===== config.mk =====
export PLATFORM = sky130hd
export DESIGN_NAME = async_rx16
export DESIGN_NICKNAME = d
export VERILOG_FILES = /design/src/rtl/arx_pkg.sv /design/src/rtl/arx_sync.sv /design/src/rtl/arx_framer.sv /design/src/rtl/arx_status.sv /design/src/rtl/async_rx16.sv
export SDC_FILE = /design/constraint.sdc
export NUM_CORES = 1
export LEC_CHECK = 0
export BUFFER_PORTS_ARGS = -buffer_cell sky130_fd_sc_hd__buf_2
export CORE_AREA = 5 5 82 69
export DETAILED_ROUTE_END_ITERATION = 12
export DIE_AREA = 0 0 87 74
export MAX_ROUTING_LAYER = met4
export PLACE_DENSITY = 0.68
export SKIP_CTS_REPAIR_TIMING = 1
export SLEW_MARGIN = 30
export SYNTH_ARGS = -nofsm -noshare
export SYNTH_HDL_FRONTEND = slang
export SYNTH_HIERARCHICAL = 1
export SYNTH_SLANG_ARGS = --single-unit
export TNS_END_PERCENT = 10

===== constraint.sdc =====
create_clock -name clk -period 4.7 [get_ports clk]
set_clock_uncertainty 0.15 [all_clocks]
set_input_delay 0.94 -clock clk [delete_from_list [all_inputs] [get_ports clk]]
set_output_delay 0.94 -clock clk [all_outputs]
set_load 0.01 [all_outputs]

===== src/rtl/arx_pkg.sv =====
package arx_pkg;

    localparam int DATA_W = 8;

    typedef enum logic [2:0] {
        ST_IDLE,
        ST_START,
        ST_DATA,
        ST_PAR,
        ST_STOP,
        ST_HOLD
    } rx_state_e;

    typedef struct packed {
        logic [DATA_W-1:0] data;
        logic              perr;
        logic              ferr;
        logic              brk;
    } rx_char_t;

    // index of the final data bit for a length code (5..8 bits)
    function automatic logic [2:0] last_bit_idx(input logic [1:0] code);
        return {1'b0, code} + 3'd4;
    endfunction

endpackage


===== src/rtl/arx_sync.sv =====
module arx_sync #(
    parameter int STAGES = 2
) (
    input  logic clk,
    input  logic rst,
    input  logic din,
    output logic dout
);
    logic [STAGES-1:0] chain;

    always_ff @(posedge clk) begin
        if (rst) chain <= '1;
        else     chain <= {chain[STAGES-2:0], din};
    end

    assign dout = chain[STAGES-1];
endmodule


===== src/rtl/arx_framer.sv =====
module arx_framer
    import arx_pkg::*;
#(
    parameter int OVS = 16
) (
    input  logic       clk,
    input  logic       rst,
    input  logic       tick,
    input  logic       line,
    input  logic [1:0] wlen,
    input  logic       par_en,
    input  logic       par_even,
    output logic       done,
    output rx_char_t   res
);
    localparam int CNT_W = $clog2(OVS);
    localparam logic [CNT_W-1:0] MID_CNT = CNT_W'(OVS / 2 - 1);
    localparam logic [CNT_W-1:0] BIT_CNT = CNT_W'(OVS - 1);

    rx_state_e         state;
    logic [CNT_W-1:0]  cnt;
    logic [2:0]        idx;
    logic [DATA_W-1:0] shreg;
    logic              all_low;
    logic              ones_odd;
    logic              par_bad;
    logic              at_centre;
    logic              brk_now;

    assign at_centre = (cnt == BIT_CNT);
    assign brk_now   = all_low & ~line;

    always_ff @(posedge clk) begin
        if (rst) begin
            state    <= ST_IDLE;
            cnt      <= '0;
            idx      <= '0;
            shreg    <= '0;
            all_low  <= 1'b1;
            ones_odd <= 1'b0;
            par_bad  <= 1'b0;
            done     <= 1'b0;
            res      <= '0;
        end else begin
            done <= 1'b0;
            if (tick) begin
                unique case (state)
                    ST_IDLE: begin
                        if (!line) begin
                            state <= ST_START;
                            cnt   <= '0;
                        end
                    end
                    ST_START: begin
                        if (cnt == MID_CNT) begin
                            cnt <= '0;
                            if (line) begin
                                state <= ST_IDLE;
                            end else begin
                                state    <= ST_DATA;
                                idx      <= '0;
                                shreg    <= '0;
                                all_low  <= 1'b1;
                                ones_odd <= 1'b0;
                                par_bad  <= 1'b0;
                            end
                        end else begin
                            cnt <= cnt + 1'b1;
                        end
                    end
                    ST_DATA: begin
                        if (at_centre) begin
                            cnt        <= '0;
                            shreg[idx] <= line;
                            ones_odd   <= ones_odd ^ line;
                            all_low    <= all_low & ~line;
                            if (idx == last_bit_idx(wlen))
                                state <= par_en ? ST_PAR : ST_STOP;
                            else
                                idx <= idx + 1'b1;
                        end else begin
                            cnt <= cnt + 1'b1;
                        end
                    end
                    ST_PAR: begin
                        if (at_centre) begin
                            cnt     <= '0;
                            par_bad <= ones_odd ^ line ^ ~par_even;
                            all_low <= all_low & ~line;
                            state   <= ST_STOP;
                        end else begin
                            cnt <= cnt + 1'b1;
                        end
                    end
                    ST_STOP: begin
                        if (at_centre) begin
                            cnt      <= '0;
                            done     <= 1'b1;
                            res.data <= shreg;
                            res.ferr <= ~line;
                            res.brk  <= brk_now;
                            res.perr <= par_bad & ~brk_now;
                            state    <= line ? ST_IDLE : ST_HOLD;
                        end else begin
                            cnt <= cnt + 1'b1;
                        end
                    end
                    ST_HOLD: begin
                        if (line) state <= ST_IDLE;
                    end
                    default: state <= ST_IDLE;
                endcase
            end
        end
    end

    // the state only moves on a tick
    p_state_on_tick_r3: assert property (@(posedge clk) disable iff (rst)
        !tick |=> $stable(state));

    // bit index never passes the programmed length
    p_idx_in_range_r4: assert property (@(posedge clk) disable iff (rst)
        (state == ST_DATA) |-> (idx <= last_bit_idx(wlen)));

    // a low line keeps the receiver parked after a low stop bit
    p_hold_low_r10: assert property (@(posedge clk) disable iff (rst)
        (state == ST_HOLD && tick && !line) |=> (state == ST_HOLD));

    // a start that is high at the mid-bit check never reaches data
    p_false_start_r2: assert property (@(posedge clk) disable iff (rst)
        (state == ST_START && tick && cnt == MID_CNT && line) |=> (state == ST_IDLE));
endmodule


===== src/rtl/arx_status.sv =====
module arx_status
    import arx_pkg::*;
(
    input  logic              clk,
    input  logic              rst,
    input  logic              done,
    input  rx_char_t          res,
    input  logic              buf_rd,
    input  logic              stat_rd,
    output logic [DATA_W-1:0] rx_byte,
    output logic              rx_ready,
    output logic              err_overrun,
    output logic              err_parity,
    output logic              err_frame,
    output logic              brk_det
);
    logic ovr_n, pe_n, fe_n, bi_n;

    always_comb begin
        ovr_n = err_overrun & ~stat_rd;
        pe_n  = err_parity  & ~stat_rd;
        fe_n  = err_frame   & ~stat_rd;
        bi_n  = brk_det     & ~stat_rd;
        if (done) begin
            ovr_n = ovr_n | (rx_ready & ~buf_rd);
            pe_n  = pe_n | res.perr;
            fe_n  = fe_n | res.ferr;
            bi_n  = bi_n | res.brk;
        end
    end

    always_ff @(posedge clk) begin
        if (rst) begin
            rx_byte     <= '0;
            rx_ready    <= 1'b0;
            err_overrun <= 1'b0;
            err_parity  <= 1'b0;
            err_frame   <= 1'b0;
            brk_det     <= 1'b0;
        end else begin
            err_overrun <= ovr_n;
            err_parity  <= pe_n;
            err_frame   <= fe_n;
            brk_det     <= bi_n;
            if (done) begin
                rx_byte  <= res.data;
                rx_ready <= 1'b1;
            end else if (buf_rd) begin
                rx_ready <= 1'b0;
            end
        end
    end

    // a buffer read with no arrival empties the buffer
    p_read_clears_r9: assert property (@(posedge clk) disable iff (rst)
        (buf_rd && !done) |=> !rx_ready);

    // a break always comes with a zero byte and a framing error
    p_break_zero_r8: assert property (@(posedge clk) disable iff (rst)
        $rose(brk_det) |-> (rx_byte == '0 && err_frame && rx_ready));

    // overrun only appears alongside a held character
    p_overrun_ready_r7: assert property (@(posedge clk) disable iff (rst)
        $rose(err_overrun) |-> rx_ready);
endmodule


===== src/rtl/async_rx16.sv =====
module async_rx16
    import arx_pkg::*;
#(
    parameter int OVS         = 16,
    parameter int SYNC_STAGES = 2
) (
    input  logic              clk,
    input  logic              rst,
    input  logic              tick16,
    input  logic              rxd_in,
    input  logic [1:0]        cfg_wlen,
    input  logic              cfg_par_en,
    input  logic              cfg_par_even,
    input  logic              buf_rd,
    input  logic              stat_rd,
    output logic [DATA_W-1:0] rx_byte,
    output logic              rx_ready,
    output logic              err_overrun,
    output logic              err_parity,
    output logic              err_frame,
    output logic              brk_det
);
    logic     line_s;
    logic     done;
    rx_char_t res;

    arx_sync #(.STAGES(SYNC_STAGES)) u_sync (
        .clk  (clk),
        .rst  (rst),
        .din  (rxd_in),
        .dout (line_s)
    );

    arx_framer #(.OVS(OVS)) u_framer (
        .clk      (clk),
        .rst      (rst),
        .tick     (tick16),
        .line     (line_s),
        .wlen     (cfg_wlen),
        .par_en   (cfg_par_en),
        .par_even (cfg_par_even),
        .done     (done),
        .res      (res)
    );

    arx_status u_status (
        .clk         (clk),
        .rst         (rst),
        .done        (done),
        .res         (res),
        .buf_rd      (buf_rd),
        .stat_rd     (stat_rd),
        .rx_byte     (rx_byte),
        .rx_ready    (rx_ready),
        .err_overrun (err_overrun),
        .err_parity  (err_parity),
        .err_frame   (err_frame),
        .brk_det     (brk_det)
    );

    // a freshly loaded byte has nothing above the programmed length
    p_upper_zero_r4: assert property (@(posedge clk) disable iff (rst)
        $rose(rx_ready) |-> ((rx_byte >> (last_bit_idx(cfg_wlen) + 1)) == '0));
endmodule


# Yosys cells after proc, flatten, opt, wreduce, memory -nomap -nowiden
# Index checks and enable logic that the tools add are counted.
# W data, S select, Z words.
[word_totals] ff_bits=48 out_inout_bits=13
[classes] n_addsub=3 order_cmp=2 n_eq_ne=18 mux=44 bitwise=20 reduce_logical=17
[op_table] cell="$mux W3" n=13
[op_table] cell="$mux W8" n=3
[op_table] cell="$pmux W3 S6" n=1
[op_table] cell="$pmux W8 S2" n=1
[op_table] cell="$mux W1" n=15
[op_table] cell="$reduce_and A5 Y1" n=3
[op_table] cell="$mux W4" n=3
[op_table] cell="$ne A2 B1 Y1 const B" n=6
[op_table] cell="$pmux W4 S3" n=1
[op_table] cell="$bwmux W8" n=1
[op_table] cell="$ne A2 B2 Y1 const B" n=4
[op_table] cell="$reduce_and A8 Y1" n=1
[op_table] cell="$reduce_bool A2 Y1" n=4
[op_table] cell="$and A1 B1 Y1" n=7
[op_table] cell="$not A1 Y1" n=7
[op_table] cell="$eq A3 B2 Y1 const B" n=2
[op_table] cell="$eq A3 B3 Y1 const B" n=2
[op_table] cell="$pmux W1 S2" n=3
[op_table] cell="$pmux W3 S2" n=1
[op_table] cell="$reduce_and A3 Y1" n=2
[op_table] cell="$reduce_and A6 Y1" n=1
[op_table] cell="$reduce_or A3 Y1" n=2
[op_table] cell="$add A4 B1 Y4 const B" n=1
[op_table] cell="$eq A4 B3 Y1 const B" n=1
[op_table] cell="other kinds (15)" n=19

# Longest topological paths before layout
[logic_depth] depth_word=7 ltp_mapped=6 ltp_nobuf=5

# Modules after synthesis
# The synthesis kept the hierarchy.
[modules_own_cells] module="arx_framer" n_inst=1 cells_per_inst=222 area_each_um2=1775.5 seq_area_each_um2=660.6
[modules_own_cells] module="arx_status" n_inst=1 cells_per_inst=45 area_each_um2=462.9 seq_area_each_um2=260.2
[modules_own_cells] module="arx_sync" n_inst=1 cells_per_inst=4 area_each_um2=52.6 seq_area_each_um2=40.0

# Worst setup path after synthesis
# Ideal clock, no wire load.
[synth_timing] path_type="input -> register" from="input port cfg_wlen[1]" to="register u_framer.state[1]" setup_time_ns=0.121 arrival_ns=2.048 slack_ns=2.380 path_stages=4 n_path_buf=0 path_cell_list="xnor2_1 > a31oi_1 > or4_4 > mux2_4"
[synth_between] elab_chain_len=4
[synth_rtl] element="start, declared" line="async_rx16.sv:11" rtl="input logic [1:0] cfg_wlen,"
[synth_rtl] element="$add A2 B3 Y3" line="arx_pkg.sv:23" rtl="return {1'b0, code} + 3'd4;"
[synth_rtl] element="$eq A3 B3 Y1" line="arx_framer.sv:77" rtl="if (idx == last_bit_idx(wlen))"
[synth_rtl] element="$ne A2 B1 Y1 (no source line)"
[synth_rtl] element="$reduce_and A8 Y1 (no source line)"
[synth_rtl] element="end signal, assigned" line="arx_framer.sv:78" rtl="state <= par_en ? ST_PAR : ST_STOP;"
[synth_rtl] element="end signal, assigned" line="arx_framer.sv:103" rtl="state <= line ? ST_IDLE : ST_HOLD;"
[synth_rtl] element="end, declared" line="arx_framer.sv:20" rtl="rx_state_e state;"
# No other way between the ends.
# A chain may end at the register's enable or synchronous reset.

# Worst setup path in the final report
[layout_timing] from="register u_framer.state[1]" to="register u_framer.idx[0]"
[layout_between] elab_chain_len=3 word_cells_on_any_way=9
[layout_rtl] element="$eq A3 B2 Y1 / $eq A3 B1 Y1 (equally long branches)" line="arx_framer.sv:47" rtl="unique case (state)"
[layout_rtl] element="$ne A2 B2 Y1 (no source line) (tied with other cells)"
[layout_rtl] element="$reduce_and A6 Y1 (no source line)"
[layout_rtl] element="end signal, assigned" line="arx_framer.sv:80" rtl="idx <= idx + 1'b1;"
[layout_rtl] element="end, declared" line="arx_framer.sv:22" rtl="logic [2:0] idx;"
# Several ways; a longest one is shown, not always the timed one.

==> flow_metrics.env <==
export IMPL_yosys_warnings=6
export IMPL_final_net_count=294
export IMPL_crit_path_start_kind="flip-flop"
export IMPL_slew_viol_final=0
export IMPL_netlist_instances=271
export IMPL_dp_hpwl_um=3000
export IMPL_drive_gt1_frac=0.138
export IMPL_grt_max_degree=53
export IMPL_min_delay_start="u_sync/chain[0]$_SDFF_PP1_"
export IMPL_finalCritPeriodShare=0.531
export IMPL_hold_viol_final=0
export IMPL_n_antenna_cell=0
export IMPL_post_place_cells=337
export IMPL_routed_wl_um=4580
export IMPL_dieArea_um2=6440
export IMPL_cts_buffer_depth=2
export IMPL_grt_pass1_vias=1701
export IMPL_r2r_start="u_framer/state[1]$_SDFFE_PP0P_"
export IMPL_cp_startpoint="u_framer/state[1]$_SDFFE_PP0P_"
export IMPL_power_leakage_nw=0.909
export IMPL_synth_edf_count=0
export IMPL_antenna_found_initial=0
export IMPL_ant_nets=0
export IMPL_tritoncts="yes"
export IMPL_utilization=0.520
export IMPL_syn_to_final_growth_pct=9.07
export IMPL_cts_buffers=5
export IMPL_num_vias=1881
export IMPL_period_minus_slack_ps=2490
export IMPL_synth_top_cell_by_area="dfxtp_1"
export IMPL_post_drt_wl_per_cell_um=13.3
export IMPL_die_y_um=74
export IMPL_setup_tns_final_ps=0
export IMPL_rsz0062_at_grt="false"
export IMPL_layout_common_cells="dfxtp_1, a21oi_1, nand2_1"
export IMPL_ctsRootBufferMaster="clkbuf_8"
export IMPL_p_seq_frac=0.549
export IMPL_cap_violations=0
export IMPL_path_clk_slew_ps=90
export IMPL_yosys_top_cells_area="dfxtp_1, a21oi_1, nand2_1, mux2i_1, nor2_1"
export IMPL_pwr_share_clk=0.409
export IMPL_worstSetupEndpointType="flip-flop"
export IMPL_intPower_uw=596
export IMPL_grt_use_total=0.157
export IMPL_swShare=0.208
export IMPL_port_buffers=22
export IMPL_synthArstFlopShare=0
export IMPL_ys_flop_type="dfxtp_1"
export IMPL_yosysTopAreaCellShare=0.419
export IMPL_grt_pass1_wl_um=7970
export IMPL_multiInputGateArea_um2=1190
export IMPL_core_area_um2=4810
export IMPL_ys_seq_area_frac=0.419
export IMPL_synthDistinctLibCells=52
export IMPL_fp_dieW_um=87
export IMPL_power_switching_uw=156
export IMPL_syn_num_nets=283
export IMPL_dp_slack_ps=2130
export IMPL_max_freq_mhz=401
export IMPL_dr_pass1_iters=4
export IMPL_finalNonFillerCells=345
export IMPL_layout_setup_ws_ps=2210
export IMPL_clock_sinks=48
export IMPL_ioPinCount=23
export IMPL_initial_core_util=0.477
export IMPL_arrival_ps=2490
export IMPL_status="finished, final reports clean"
export IMPL_drtIter0Drc=144
export IMPL_hold_class="flip-flop to flip-flop"
export IMPL_final_common_cell="dfxtp_1"
export IMPL_fillerInstances=455
export IMPL_vdd_drop_max_uv=183
export IMPL_crit_required_ps=4700
export IMPL_avgSynthCellArea_um2=8.45
export IMPL_setup_violations_final=0
export IMPL_power_density_nw_per_um2=301
export IMPL_drc_errors=0
export IMPL_rows=23
export IMPL_tightest_slew_ps=923
export IMPL_p_comb_frac=0.042
export IMPL_synth_seq_cells=48
export IMPL_viasPerCell=5.45
export IMPL_htreeDepth=2
export IMPL_max_slew_margin=0.385
export IMPL_regArea_um2=961
export IMPL_worst_setup_path_type="flip-flop to flip-flop"
export IMPL_grt_overflow_total=0
export IMPL_gp_congestion=0.807
export IMPL_crit_fanout=22
export IMPL_syn_cell_area_um2=2290
export IMPL_insertion_delay_ps=290
[final timing paths]
path                                                     end  slack, ps  cells past startpoint
worst max-delay path            u_framer/idx[0]$_SDFFE_PP0P_       2210                      4
worst min-delay path              u_sync/chain[1]$_SDFF_PP1_        280                      1
worst max register to register  u_framer/idx[0]$_SDFFE_PP0P_       2210                      4
worst min register to register    u_sync/chain[1]$_SDFF_PP1_        280                      1
[kinds of logic (layout without fill, tap and decap cells)]
kind of cell	Yosys count	after routing	share of synthesized area
buffers and inverters	26	38	0.0590
flip-flops	48	48	0.419
XOR/XNOR	6	6	0.0262
multiplexers	12	12	0.0568
AND/OR/NAND/NOR	111	111	0.264
AO/OA/AOI/OAI	66	66	0.164
adder cells (fa/ha/maj)	2	2	0.0109
[Yosys cell counts, types with 6 or more instances]
library cell  count
buf_2             6
nand4_1           6
dfxtp_1          48
nor3_1            6
nand3_1           9
mux2i_1          10
inv_1             7
nor2_1           22
a31oi_1           6
o21ai_0          11
nand2b_1          6
a21oi_1          37
nand2_1          30
clkbuf_1          7
[metrics by stage]
step | cell area, um2 | hold WS [ps] | total power [mW]
global route | 2500 | 291 | 0.780
global placement | 2380 | 252 | 0.454
CTS | 2500 | 286 | 0.761
finish | 2500 | 281 | 0.752
floorplan | 2290 | 233 | 0.446
detailed placement | 2380 | 253 | 0.454
[routing by layer]
layer,global-route usage,wire length [um],vias to the layer above,part of all wire
met3,0.0343,241,4,0.053
li1,-,-,979,-
met4,0.0415,42,0,0.0092
met2,0.231,1870,37,0.41
met1,0.220,2430,861,0.53
met5,-,0,-,0
[layout make-up]
type / count / area share
Clock buffer: 6 / 0.0330
Inverter: 7 / 0.0105
Sequential cell: 48 / 0.385
Timing Repair Buffer: 23 / 0.0471
Multi-Input combinational cell: 197 / 0.478
Clock inverter: 2 / 0.0155
Tap cell: 62 / 0.0310
[power groups by stage]
stage               Clock [mW]  Sequential, mW  Combinational (mW)
global route             0.332           0.414              0.0350
finish                   0.307           0.413              0.0316
detailed placement           0           0.423              0.0313
CTS                      0.317           0.413              0.0315
floorplan                    0           0.419              0.0272
global placement             0           0.422              0.0312
[state kept, by name (all words and copies together) (netlist names)]
signal and cells:
u_framer/all_low 1, u_framer/cnt 4, u_framer/done 1, u_framer/idx 3, u_framer/ones_odd 1, u_framer/par_bad 1, u_framer/res 11, u_framer/shreg 8
u_framer/state 3, u_status/brk_det 1, u_status/err_frame 1, u_status/err_overrun 1, u_status/err_parity 1, u_status/rx_byte 8, u_status/rx_ready 1, u_sync/chain 2
[critical path, cell delays in order (launching register included)]
cell and delay (ps):
dfxtp_1 810, or3b_1 620, a311oi_1 470, mux2i_1 240, nor2_1 50
Power figures use the tool's default switching activity.
